===== config.mk =====
export PLATFORM = sky130hd
export DESIGN_NAME = byte_scan_readout
export DESIGN_NICKNAME = d
export VERILOG_FILES = /design/src/rtl/byte_scan_pkg.sv /design/src/rtl/byte_scan_sync.sv /design/src/rtl/byte_scan_seq.sv /design/src/rtl/byte_scan_hold.sv /design/src/rtl/byte_scan_readout.sv
export SDC_FILE = /design/constraint.sdc
export NUM_CORES = 1
export LEC_CHECK = 0
export ABC_AREA = 1
export BUFFER_PORTS_ARGS = -buffer_cell sky130_fd_sc_hd__buf_2
export CELL_PAD_IN_SITES_DETAIL_PLACEMENT = 1
export CELL_PAD_IN_SITES_GLOBAL_PLACEMENT = 1
export CORE_ASPECT_RATIO = 0.5
export CORE_MARGIN = 2
export CORE_UTILIZATION = 31
export DETAILED_ROUTE_END_ITERATION = 7
export PLACE_DENSITY = 0.72
export SYNTH_ARGS = -nofsm -noshare
export SYNTH_HDL_FRONTEND = slang
export SYNTH_HIERARCHICAL = 1
export SYNTH_SLANG_ARGS = --single-unit

===== constraint.sdc =====
create_clock -name clk -period 1.1 [get_ports clk]
set_input_delay 0.11 -clock clk [delete_from_list [all_inputs] [get_ports clk]]
set_output_delay 0.11 -clock clk [all_outputs]
set_load 0.05 [all_outputs]

===== src/rtl/byte_scan_pkg.sv =====
package byte_scan_pkg;
  localparam int SYNC_STAGES = 2;
  // synchronizer bit order: {load_n, scan, en_n}
  localparam int SIG_LOAD = 2;
  localparam int SIG_SCAN = 1;
  localparam int SIG_EN   = 0;
  localparam logic [2:0] SIG_IDLE = 3'b101;
endpackage


===== src/rtl/byte_scan_sync.sv =====
module byte_scan_sync #(
  parameter int         W      = 3,
  parameter int         STAGES = 2,
  parameter logic [W-1:0] IDLE = '0
) (
  input  logic         clk,
  input  logic         rst_n,
  input  logic [W-1:0] d_i,
  output logic [W-1:0] q_o
);
  logic [W-1:0] pipe_q [STAGES];

  always_ff @(posedge clk or negedge rst_n) begin
    if (!rst_n) begin
      for (int i = 0; i < STAGES; i++) pipe_q[i] <= IDLE;
    end else begin
      pipe_q[0] <= d_i;
      for (int i = 1; i < STAGES; i++) pipe_q[i] <= pipe_q[i-1];
    end
  end

  assign q_o = pipe_q[STAGES-1];
endmodule


===== src/rtl/byte_scan_seq.sv =====
module byte_scan_seq #(
  parameter int NB    = 4,
  parameter int SEL_W = 2
) (
  input  logic             clk,
  input  logic             rst_n,
  input  logic             load_s,
  input  logic             scan_s,
  input  logic             en_s,
  output logic [SEL_W-1:0] sel_o,
  output logic             drive_o,
  output logic             casc_o
);
  localparam int ST_W = $clog2(NB + 1);
  localparam logic [ST_W-1:0] TERM = ST_W'(NB);

  logic [ST_W-1:0] pos_q, pos_d;
  logic            scan_prev_q;
  logic            scan_fall;
  logic            at_term;

  assign scan_fall = scan_prev_q & ~scan_s;
  assign at_term   = (pos_q == TERM);

  always_comb begin
    pos_d = pos_q;
    if (!load_s)
      pos_d = '0;
    else if (scan_fall && !en_s && !at_term)
      pos_d = pos_q + ST_W'(1);
  end

  always_ff @(posedge clk or negedge rst_n) begin
    if (!rst_n) begin
      pos_q       <= '0;
      scan_prev_q <= 1'b0;
    end else begin
      pos_q       <= pos_d;
      scan_prev_q <= scan_s;
    end
  end

  assign sel_o   = pos_q[SEL_W-1:0];
  assign drive_o = scan_s & ~en_s & ~at_term;
  assign casc_o  = ~at_term;

  AST_LOAD_REWINDS: assert property (@(posedge clk) disable iff (!rst_n)
    !load_s |=> pos_q == '0);
  AST_TERM_HOLDS: assert property (@(posedge clk) disable iff (!rst_n)
    (load_s && pos_q == TERM) |=> pos_q == TERM);
  AST_DISABLED_FREEZE: assert property (@(posedge clk) disable iff (!rst_n)
    (load_s && en_s) |=> $stable(pos_q));
endmodule


===== src/rtl/byte_scan_hold.sv =====
module byte_scan_hold #(
  parameter int DATA_W = 32,
  parameter int BYTE_W = 8,
  parameter int SEL_W  = 2
) (
  input  logic              clk,
  input  logic              rst_n,
  input  logic              load_s,
  input  logic [DATA_W-1:0] cnt_i,
  input  logic [SEL_W-1:0]  sel_i,
  output logic [BYTE_W-1:0] byte_o
);
  logic [DATA_W-1:0] word_q, word_d;

  always_comb begin
    word_d = word_q;
    if (!load_s) word_d = cnt_i;
  end

  always_ff @(posedge clk or negedge rst_n) begin
    if (!rst_n) word_q <= '0;
    else        word_q <= word_d;
  end

  assign byte_o = word_q[sel_i*BYTE_W +: BYTE_W];

  AST_WORD_HELD: assert property (@(posedge clk) disable iff (!rst_n)
    load_s |=> $stable(word_q));
endmodule


===== src/rtl/byte_scan_readout.sv =====
module byte_scan_readout #(
  parameter int DATA_W = 32,
  parameter int BYTE_W = 8
) (
  input  logic              clk,
  input  logic              rst_n,
  input  logic [DATA_W-1:0] cnt_i,
  input  logic              load_n_i,
  input  logic              scan_i,
  input  logic              en_n_i,
  output logic [BYTE_W-1:0] bus_o,
  output logic              drive_o,
  output logic              casc_o
);
  import byte_scan_pkg::*;

  localparam int NB    = DATA_W / BYTE_W;
  localparam int SEL_W = (NB > 1) ? $clog2(NB) : 1;

  logic [2:0]       sync_s;
  logic [SEL_W-1:0] sel;

  byte_scan_sync #(.W(3), .STAGES(SYNC_STAGES), .IDLE(SIG_IDLE)) u_sync (
    .clk   (clk),
    .rst_n (rst_n),
    .d_i   ({load_n_i, scan_i, en_n_i}),
    .q_o   (sync_s)
  );

  byte_scan_seq #(.NB(NB), .SEL_W(SEL_W)) u_seq (
    .clk     (clk),
    .rst_n   (rst_n),
    .load_s  (sync_s[SIG_LOAD]),
    .scan_s  (sync_s[SIG_SCAN]),
    .en_s    (sync_s[SIG_EN]),
    .sel_o   (sel),
    .drive_o (drive_o),
    .casc_o  (casc_o)
  );

  byte_scan_hold #(.DATA_W(DATA_W), .BYTE_W(BYTE_W), .SEL_W(SEL_W)) u_hold (
    .clk    (clk),
    .rst_n  (rst_n),
    .load_s (sync_s[SIG_LOAD]),
    .cnt_i  (cnt_i),
    .sel_i  (sel),
    .byte_o (bus_o)
  );

  AST_CASC_NO_DRIVE: assert property (@(posedge clk) disable iff (!rst_n)
    !casc_o |-> !drive_o);
endmodule


# Word-level counts from Yosys, hierarchy flattened
# Index checks and enable logic that the tools add are counted.
classes:
  reduce_logical: 4
  mux: 2
  n_bitwise: 6
  add_sub_neg: 1
  eq_ne: 2
  shift: 1
ops:
  columns: ["op", "count"]
  rows:
  - ["$shiftx 32x6->8", 1]
  - ["$mux 3", 2]
  - ["$add 3x1->3 const B", 1]
  - ["$and 1x1->1", 3]
  - ["$eq 3x3->1 const B", 1]
  - ["$not 1->1", 3]
  - ["$logic_and 1x1->1", 2]
  - ["$logic_not 1->1", 2]
  - ["$ne 2x1->1 const B", 1]
word_totals:
  regBits: 42
  wordCells: 21
  in_bits: 37
  output_inout_bits: 10

# Logic depth before layout (Yosys ltp)
# Gate-level depths: netlist of run 1.
depth:
  ltp_word: 6
  depth_mapped: 7
  depth_no_buf: 7

# By module
# The synthesis of run 1 kept the hierarchy.
modules_own_cells:
  columns: ["module", "instances", "area_each_um2", "cells_per_inst", "seq_area_each_um2"]
  rows:
  - ["byte_scan_hold", 1, 1521.5, 197, 800.8]
  - ["byte_scan_seq", 1, 244.0, 30, 100.1]
  - ["byte_scan_sync", 1, 177.7, 9, 155.1]

# Worst setup path after synthesis of run 1
# OpenSTA, ideal clock, no wires.
synth_timing:
  path_type: "flip-flop to output port"
  startpoint: "reg u_seq.pos_q[0]"
  endpoint: "out drive_o"
  t_required_ns: 0.990
  path_stages_with_launch: 6
  path_buffers: 0
  t_arrival_ns: 1.985
  slack_ns: -0.995
  path_cell_list: "dfrtp_1 > inv_1 > ha_1 > nand2_2 > inv_2 > nor3_1"
synth_via:
  elab_chain_len: 3
synth_rtl:
  columns: ["element", "line_no", "text"]
  rows:
  - ["start, declared", "byte_scan_seq.sv:17", "logic [ST_W-1:0] pos_q, pos_d;"]
  - ["start signal, assigned", "byte_scan_seq.sv:38", "pos_q <= pos_d;"]
  - ["$eq 3x3->1", "byte_scan_seq.sv:23", "assign at_term = (pos_q == TERM);"]
  - ["$not 1->1", null, null]
  - ["net casc_o", "byte_scan_readout.sv:13", "output logic casc_o"]
  - ["$and 1x1->1", "byte_scan_seq.sv:44", "assign drive_o = scan_s & ~en_s & ~at_term;"]
  - ["end, declared", "byte_scan_readout.sv:12", "output logic drive_o,"]
# The timed path passes the listed nets, and every way through them passes these cells.

# Final worst setup path of run 1
layout_timing:
  startpoint: "reg u_seq.pos_q[0]"
  endpoint: "out bus_o[4]"
layout_via:
  elab_chain_len: 1
layout_rtl:
  columns: ["element", "line_no", "text"]
  rows:
  - ["$shiftx 32x6->8", "byte_scan_hold.sv:25", "assign byte_o = word_q[sel_i*BYTE_W +: BYTE_W];"]
  - ["end, declared", "byte_scan_readout.sv:11", "output logic [BYTE_W-1:0] bus_o,"]
# Every way passes these cells.

==> results of run 1 <==
-- critical path, cell delays in order, from the launching register on --
cell and delay [ns]:
sky130_fd_sc_hd__dfrtp_2 0.47, sky130_fd_sc_hd__buf_12 0.18, sky130_fd_sc_hd__inv_16 0.10, sky130_fd_sc_hd__nand2_1 0.08, sky130_fd_sc_hd__nand3_2 0.10, sky130_fd_sc_hd__nand2_4 0.06
sky130_fd_sc_hd__buf_8 0.14
-- routing by layer --
layer  GRT usage  share of wire
met5           0              0
met4      0.0680          0.030
met3      0.0396          0.033
met2       0.383           0.51
met1       0.262           0.43
-- final cells by class --
| cell class | instances | area [µm²] |
|---|---|---|
| inverter | 40 | 176 |
| clock buffer | 8 | 146 |
| fill | 662 | 2490 |
| multi-input combinational | 138 | 1280 |
| tap | 88 | 110 |
| sequential | 42 | 1060 |
| timing repair buffer | 80 | 788 |
-- path summary, 6_finish.rpt --
check                                 startpoint           endpoint  slack [ns]
worst max register to register    u_seq/pos_q[0]     u_seq/pos_q[1]       -0.24
worst max-delay path              u_seq/pos_q[0]           bus_o[4]       -0.44
max in group asynchronous                  rst_n   u_sync/pipe_q[5]        0.21
worst min-delay path                    cnt_i[5]   u_hold/word_q[5]        0.08
worst min register to register  u_sync/pipe_q[3]      u_sync/q_o[0]        0.36
min in group asynchronous                  rst_n  u_hold/word_q[16]        0.35
-- kinds of logic after synthesis --
logic type | count (synthesis)
adder cells (fa/ha/maj) | 2
AO/OA/AOI/OAI | 32
XOR/XNOR | 1
flip-flops | 42
buffers and inverters | 56
AND/OR/NAND/NOR | 103
-- flip-flops by register name (all words and copies together), names as in the netlist --
name and count:
u_hold/word_q 32, u_seq/pos_q 3, u_sync/pipe_q 3, u_sync/q_o 3, u_seq/scan_prev_q 1
-- what timing repair did --
action / CTS / global route
pin swaps: 23 / 32
setup buffers: 4 / 7
hold buffers: 4 / 0
setup endpoints to repair: 14 / 45
cloned: 3 / 4
gates resized for setup: 77 / 87
hold endpoints to repair: 17 / 0
-- power breakdown --
group	total, W	internal (W)	switching (W)
clock network	0.00154	0.000908	0.000630
registers	0.00173	0.00167	0.0000610
logic	0.00123	0.000494	0.000736
total	0.00450	0.00307	0.00143
-- metrics by stage --
stage | hold WS (ns) | total power (W) | instance area [µm²]
3_3_place_gp | 0.0740 | 0.00244 | 2500
3_5_place_dp | 0.0846 | 0.00248 | 2500
5_1_grt | 0.0860 | 0.00464 | 3560
6_report | 0.0804 | 0.00450 | 3560
2_1_floorplan | -0.186 | 0.00225 | 2160
4_1_cts | 0.0693 | 0.00420 | 3130
-- cells in the final DEF (no fill, tap or decap), types with 9 or more instances in the layout --
| cell | synthesis | layout |
|---|---|---|
| sky130_fd_sc_hd__a21oi_2 | 0 | 27 |
| sky130_fd_sc_hd__buf_2 | 4 | 36 |
| sky130_fd_sc_hd__inv_1 | 38 | 35 |
| sky130_fd_sc_hd__buf_8 | 0 | 9 |
| sky130_fd_sc_hd__nor2_4 | 0 | 23 |
| sky130_fd_sc_hd__nor2_1 | 33 | 9 |
| sky130_fd_sc_hd__dfrtp_1 | 38 | 37 |
| sky130_fd_sc_hd__buf_4 | 10 | 9 |
| sky130_fd_sc_hd__nand2_1 | 43 | 17 |
| sky130_fd_sc_hd__nand2_2 | 1 | 10 |
| sky130_fd_sc_hd__nand3_4 | 0 | 9 |
| sky130_fd_sc_hd__nand3_2 | 0 | 10 |
| sky130_fd_sc_hd__buf_6 | 2 | 12 |
| sky130_fd_sc_hd__nand2_4 | 0 | 16 |
==> results by stage, run 1 <==
GRT:
- The first global-routing pass estimated 10800 µm of wire.
- The number of global-route vias before repair is 2052.
- After global routing the overflow that remains totals 0.
- The initial antenna violation count is 0.
- The global routing usage summed across all routing layers is 0.212.
- Entering global routing, the biggest net connects 32 pins.

Worst setup path:
- Measured in cells, the most critical reg-to-reg path has a length of 8.
- The critical path endpoint category is an output pin.
- Along the worst path, the maximum fanout reaches 16.
- The startpoint-to-endpoint class of the critical path is flop to output pin.
- The data required time of the worst path is just under 1 ns.
- STA classifies the critical path startpoint as a flop.
- The signal arrival time at the worst endpoint is approximately 1.4 ns.

Timing:
- The setup total negative slack is -8.07 ns.
- The max-slew violation total from the final report is 0.
- Setup repair after global routing could not meet its margin everywhere.
- The final number of hold-violating endpoints came to 0.
- Setup violations remaining at the end of the flow were counted as 45.
- For the pin with the worst max-slew slack, the measured transition is between 0.4 and 0.5 ns.
- Headroom to the max-slew limit came out at 0.694.
- The final critical-path required period is about 1.5 ns.
- Setup slack on the critical path of the routed design comes to -0.442 ns.
- The share of the cycle needed by the critical path after routing is 1.40.
- The final clock skew is 0.00434 ns.
- The highest clock frequency the design can meet is between 600 and 700 MHz.

Placed design:
- Including well taps, the total number of placed cells is between 300 and 400.
- Routability-driven placement finished with a final weighted congestion of around 0.74.
- OpenSTA, run right after detailed placement, puts the worst setup slack at -0.235 ns.
- The number of buffers added on ports is 46.
- Detailed placement finished with a half-perimeter wire length of between 3000 and 4000 µm.

Logic synthesis:
- The number of nets handed over by synthesis was approximately 280.
- Summing every instance area after synthesis gives between 1500 and 2000 µm².
- The synthesized area divided by synthesized cell count is between 8 and 9 µm².
- The number of register bits inferred by synthesis is between 40 and 50.
- The share of synthesized area occupied by flip-flops and latches is 0.543.
- After synthesis, the most frequently instantiated cells are 43 x sky130_fd_sc_hd__nand2_1, 38 x sky130_fd_sc_hd__dfrtp_1, 38 x sky130_fd_sc_hd__inv_1, 33 x sky130_fd_sc_hd__nor2_1, 32 x sky130_fd_sc_hd__a21oi_1.
- Of the total synthesized cell area, the portion taken by AND, OR, NAND and NOR gates is 0.218.
- The most instantiated flip-flop cell in the synthesis netlist is sky130_fd_sc_hd__dfrtp_1.
- The library cell occupying the most area in the post-synthesis netlist is sky130_fd_sc_hd__dfrtp_1.
- The post-synthesis compound-gate area fraction is 0.0824.
- The mux cell area share after synthesis is 0.
- Synthesis produced roughly 240 cells.
- Synthesis instantiated 17 different standard cells from the library.
- Of the post-synthesis cell area, the dominant cell type holds 0.489.
- Of the total synthesized cell area, the portion taken by full adders, half adders and majority gates is 0.0129.
- The number of enable flip-flop cells after synthesis is 0.
- The most frequently used cell type in the post-synthesis netlist is sky130_fd_sc_hd__nand2_1.
- For this run, asynchronously set or reset flops after synthesis account for 1.00.
- The number of warnings reported in the yosys synthesis log is 6.
- The dominant combinational cell family by area after synthesis is simple AND/OR/NAND/NOR gates.
- By area the synthesized netlist is led by sky130_fd_sc_hd__dfrtp_1 49%, sky130_fd_sc_hd__nand2_1 8.3%, sky130_fd_sc_hd__a21oi_1 8.2%, sky130_fd_sc_hd__inv_1 7.3%, sky130_fd_sc_hd__nor2_1 6.4%.
- Of the total synthesized cell area, the portion taken by XOR and XNOR cells is 0.00451.

Floorplan:
- The cell row count is 20.
- The die span in x is about 120 µm.
- The core box area is approximately 6000 µm².
- The total die area is between 6000 and 7000 µm².
- For this configuration, the core starts out at a cell density of 0.321.
- From bottom edge to top edge, the die measures roughly 60 µm.
- 47 I/O pins were placed.

Drt:
- The routed layout has roughly 1900 vias.
- The ratio of routed vias to standard cells is about 4.9.
- The number of design rule violations left after detail routing is 0.
- For this block, the initial DRC count from the detailed router was 97.
- The first-pass detailed-route iteration total is 4.
- In the final routed layout, each cell accounts on average for approximately 22 µm.
- In this run the remaining antenna-violating nets after routing total 0.
- The total wirelength of the detailed-routed design is 8580 µm.

Clocking:
- The tree is rooted in a sky130_fd_sc_hd__clkbuf_16.
- The CTS sink count is 42.
- The clock insertion delay at the later pin of the skew report is 0.29 ns.
- After clock tree synthesis, the clock-pin slew on the worst setup and hold paths is about 0.06 ns.
- The maximum buffer depth of the clock tree is 2.
- The H-tree was split into 2 levels.
- The number of buffers inserted during clock tree synthesis is 5.
- TritonCTS built the clock tree.

Power:
- The power per unit of standard cell area is approximately 1300 nW/µm².
- IR analysis of the VDD net gives a maximum drop of around 0.00062 V.
- The static leakage is around 1.7 nW.

Finish:
- The fraction of final layout cells sized beyond drive strength 1 is 0.636.
- The final net count is about 350.
- The count of inserted antenna diode cells is 0.
- Once layout is complete, the utilization of the core stands at 0.588.
- The finished layout holds between 300 and 400 standard cells, fillers aside.
- The growth of design area from synthesis to finish is 83.3%.

Job:
- The tool flagged a number of max-cap violations equal to 0.

Outcome:
- The run finished, with violations left.
- The checks that failed: negative setup slack.

Min path:
- The path class of the lowest-slack min-delay path is primary input to flop.
- The worst hold path was traced through 3 stages.
No activity file was read; power rests on OpenSTA's default activity.
==> run 2, diff against run 1 <==
--- a/config.mk
+++ b/config.mk
@@ -12,6 +12,7 @@
 export CORE_ASPECT_RATIO = 0.5
 export CORE_MARGIN = 2
 export CORE_UTILIZATION = 31
+export CTS_BUF_LIST = sky130_fd_sc_hd__clkbuf_4 sky130_fd_sc_hd__clkbuf_8
 export DETAILED_ROUTE_END_ITERATION = 7
 export PLACE_DENSITY = 0.72
 export SYNTH_ARGS = -nofsm -noshare
==> constraint.sdc (replaced) <==
create_clock -name clk -period 1.1 [get_ports clk]
set_input_delay 0.165 -clock clk [delete_from_list [all_inputs] [get_ports clk]]
set_output_delay 0.165 -clock clk [all_outputs]
set_load 0.05 [all_outputs]
==> results by stage, run 2 (synthesized netlist as in run 1, its figures left out) <==
Power:
- The overall power of the completed layout is 0.00405 W (-10%).
- The maximum VDD drop is 0.000496 V (-19%).
- The static leakage was 1.65 nW (-2.7%).
- The power per unit of standard cell area was 1170 nW/µm² (-7.5%).

Timing:
- The final clock skew is 0.0113 ns (+0.00701 ns).
- The actual slew at the worst max-slew pin is 0.452 ns (-0.00647 ns).
- The share of the cycle needed by the critical path after routing is 1.48 (+0.0782).
- The tightest slew margin relative to the limit is 0.698 (+0.00431).
- The worst-case hold slack is 0.0955 ns (+0.0151 ns).
- Setup repair after global routing could not meet its margin everywhere.
- The total of endpoints with negative setup slack in the final report is 45 (unchanged).
- The max-slew violation total from the final report is 0 (unchanged).
- The final critical-path required period is 1.63 ns (+0.0861 ns).
- The post-route worst setup slack is -0.528 ns (-0.0861 ns).
- The final number of hold-violating endpoints is 0 (unchanged).
- The highest clock frequency the design can meet was 614 MHz (-5.3%).

Drt:
- The first-pass detailed-route iteration total came to 5 (+1).
- The ratio of routed vias to standard cells is 4.84 (-0.43%).
- The total wirelength of the detailed-routed design came to 8110 µm (-5.4%).
- The routed via count is 1907 (-0.94%).
- The routed length per instance is 20.6 µm (-4.9%).
- The number of DRC violations after detailed-routing iteration 0 was 92 (-5.2%).
- The number of design rule violations left after detail routing was 0 (unchanged).
- The final antenna-violating net count came to 0 (unchanged).

Floorplan:
- The cell row count was 20 (unchanged).
- The number of top-level pins was 47 (unchanged).
- The total die area is 6960 µm² (unchanged).
- The die span in x is 116 µm (unchanged).
- The overall die height is 60.0 µm (unchanged).
- The core box area was 6060 µm² (unchanged).
- The effective utilization at floorplan is 0.321 (unchanged).

Worst setup path:
- The buffers plus inverters on the worst setup path is 3 (unchanged).
- The critical path endpoint category is an output pin.
- The data required time of the worst path is 0.94 ns (-0.05 ns).
- Among all stages on the critical path, the largest delay is contributed by sky130_fd_sc_hd__dfrtp_2.
- The number of cell instances on the worst register-to-register path is 8 (unchanged).
- The delay of the slowest critical-path stage was 0.48 ns (about the same).
- The critical path goes through buf_12, inv_16, nand2_1, nand3_2, nand2_4, buf_8.
- The nature of the critical path startpoint is a flop.
- By startpoint and endpoint, the worst setup path is classified as flop to output pin.
- The largest fanout of any net on the critical path is 16 (unchanged).
- In this run the critical register-to-register path is launched from u_seq/pos_q[0].
- The critical path startpoint is u_seq/pos_q[0].
- The worst register-to-register path ends at u_seq/pos_q[1].
- Grouping stages by cell kind, the critical path spends the most delay in flip-flops.
- The signal arrival time at the worst endpoint is 1.46 ns (+0.03 ns).
- The slack of the worst reg-to-reg path is -0.24 ns (about the same).

Placed design:
- The number of cells after detailed placement is 368 (unchanged).
- The worst setup slack before clock tree synthesis is -0.277 ns (-0.0427 ns).
- The final RePlAce weighted congestion is 0.739 (unchanged).
- The HPWL after detailed placement was 3930 µm (about the same).
- The number of buffers added on ports is 46 (unchanged).

GRT:
- The initial antenna violation count came to 0 (unchanged).
- The number of global-route vias before repair came to 1945 (-5.2%).
- The residual overflow from global routing is 0 (unchanged).
- The global routing usage summed across all routing layers came to 0.197 (-0.0155).
- The wire length of the first global-routing pass is 10100 µm (-6.6%).
- The pin count of the biggest net entering global routing is 32 (unchanged).

Clocking:
- The clock edge transition at the registers on the reported setup and hold paths is 0.08 ns (+0.02 ns).
- The maximum buffer depth of the clock tree is 2 (unchanged).
- The number of buffers inserted during clock tree synthesis is 5 (unchanged).
- The TritonCTS clock tree is done.
- The root buffer cell is sky130_fd_sc_hd__clkbuf_8.
- The maximum level of the CTS H-tree is 2 (unchanged).
- The clock insertion delay at the later pin of the skew report is 0.30 ns (about the same).
- The CTS sink count was 42 (unchanged).

Finish:
- The final net count is 344 (-0.58%).
- The library cells used most frequently in the layout, excluding fill and tap cells, are 37 x sky130_fd_sc_hd__dfrtp_1, 36 x sky130_fd_sc_hd__buf_2, 35 x sky130_fd_sc_hd__inv_1, 26 x sky130_fd_sc_hd__a21oi_2, 16 x sky130_fd_sc_hd__nor2_1.
- The flip-flop count of the largest register after layout is 32 (unchanged).
- The growth of design area from synthesis to finish is 78.2%.
- The register name with the most flops is u_hold/word_q.
- The fraction of final layout cells sized beyond drive strength 1 was 0.644 (+0.00743).
- The commonest non-fill, non-tap cell in the layout is sky130_fd_sc_hd__dfrtp_1.
- The count of inserted antenna diode cells is 0 (unchanged).
- The post-layout instance count excluding filler cells is 394 (-0.51%).

Min path:
- For hold timing, the worst endpoint is u_hold/word_q[13].
- The number of instances on the worst hold path was 3 (unchanged).
- The path class of the tightest hold or removal check is primary input to flop.
- The worst hold path begins at cnt_i[13].

Outcome:
- The checks that failed: negative setup slack.
- The flow ran to the end, but the final reports show violations.

Job:
- The number of violations of the max-capacitance limit was 0 (unchanged).
[run 2: what timing repair did]
item,CTS,global route
setup buffers,5,4
pin swaps,22,23
resized for setup,81,69
setup endpoints to repair,14,45
cloned,3,4
hold endpoints to repair,17,0
hold buffers,4,0
[run 2: report_power, final]
group	internal, W	total, W	switching [W]
combinational	0.000483	0.00120	0.000722
sequential	0.00167	0.00172	0.0000546
clock	0.000563	0.00112	0.000556
total	0.00271	0.00405	0.00133
[run 2: cell type report]
class	instances	area [µm²]
fillers	652	2590
multi-input cells	138	1250
flip-flops and latches	42	1060
repair buffers	78	767
inverters	40	176
well taps	88	110
clock buffers	8	97.6
[run 2: how the worst max path moves through the flow]
stage               end  cells past startpoint  slack, ns
6_report       bus_o[3]                      6      -0.53
3_5_place_dp   bus_o[7]                      6      -0.28
5_1_grt        bus_o[3]                      6      -0.58
2_1_floorplan   drive_o                      5      -0.30
4_1_cts        bus_o[4]                      6      -0.47
3_3_place_gp    drive_o                      6      -0.23
[run 2: worst register-to-register path: stages (launching register included)]
cell	delay, ns
sky130_fd_sc_hd__dfrtp_2	0.48
sky130_fd_sc_hd__inv_2	0.11
sky130_fd_sc_hd__ha_4	0.16
sky130_fd_sc_hd__nand2_8	0.05
sky130_fd_sc_hd__buf_6	0.12
sky130_fd_sc_hd__buf_6	0.11
sky130_fd_sc_hd__nand3_4	0.09
sky130_fd_sc_hd__nand3_2	0.08
sky130_fd_sc_hd__nand2_2	0.07
[run 2: layer usage]
metal | global-route usage | share of wire
met5 | 0 | 0
met3 | 0.0365 | 0.058
met4 | 0.0408 | 0.033
met2 | 0.360 | 0.49
met1 | 0.248 | 0.42
[run 2: stage by stage]
stage / utilization / cell area, µm² / setup TNS, ns
floorplan: - / 2160 / -1.58
global placement: 0.413 / 2500 / -2.35
detailed placement: 0.413 / 2500 / -3.14
CTS: 0.512 / 3100 / -5.19
global route: 0.572 / 3460 / -8.45
finish: 0.572 / 3460 / -7.31
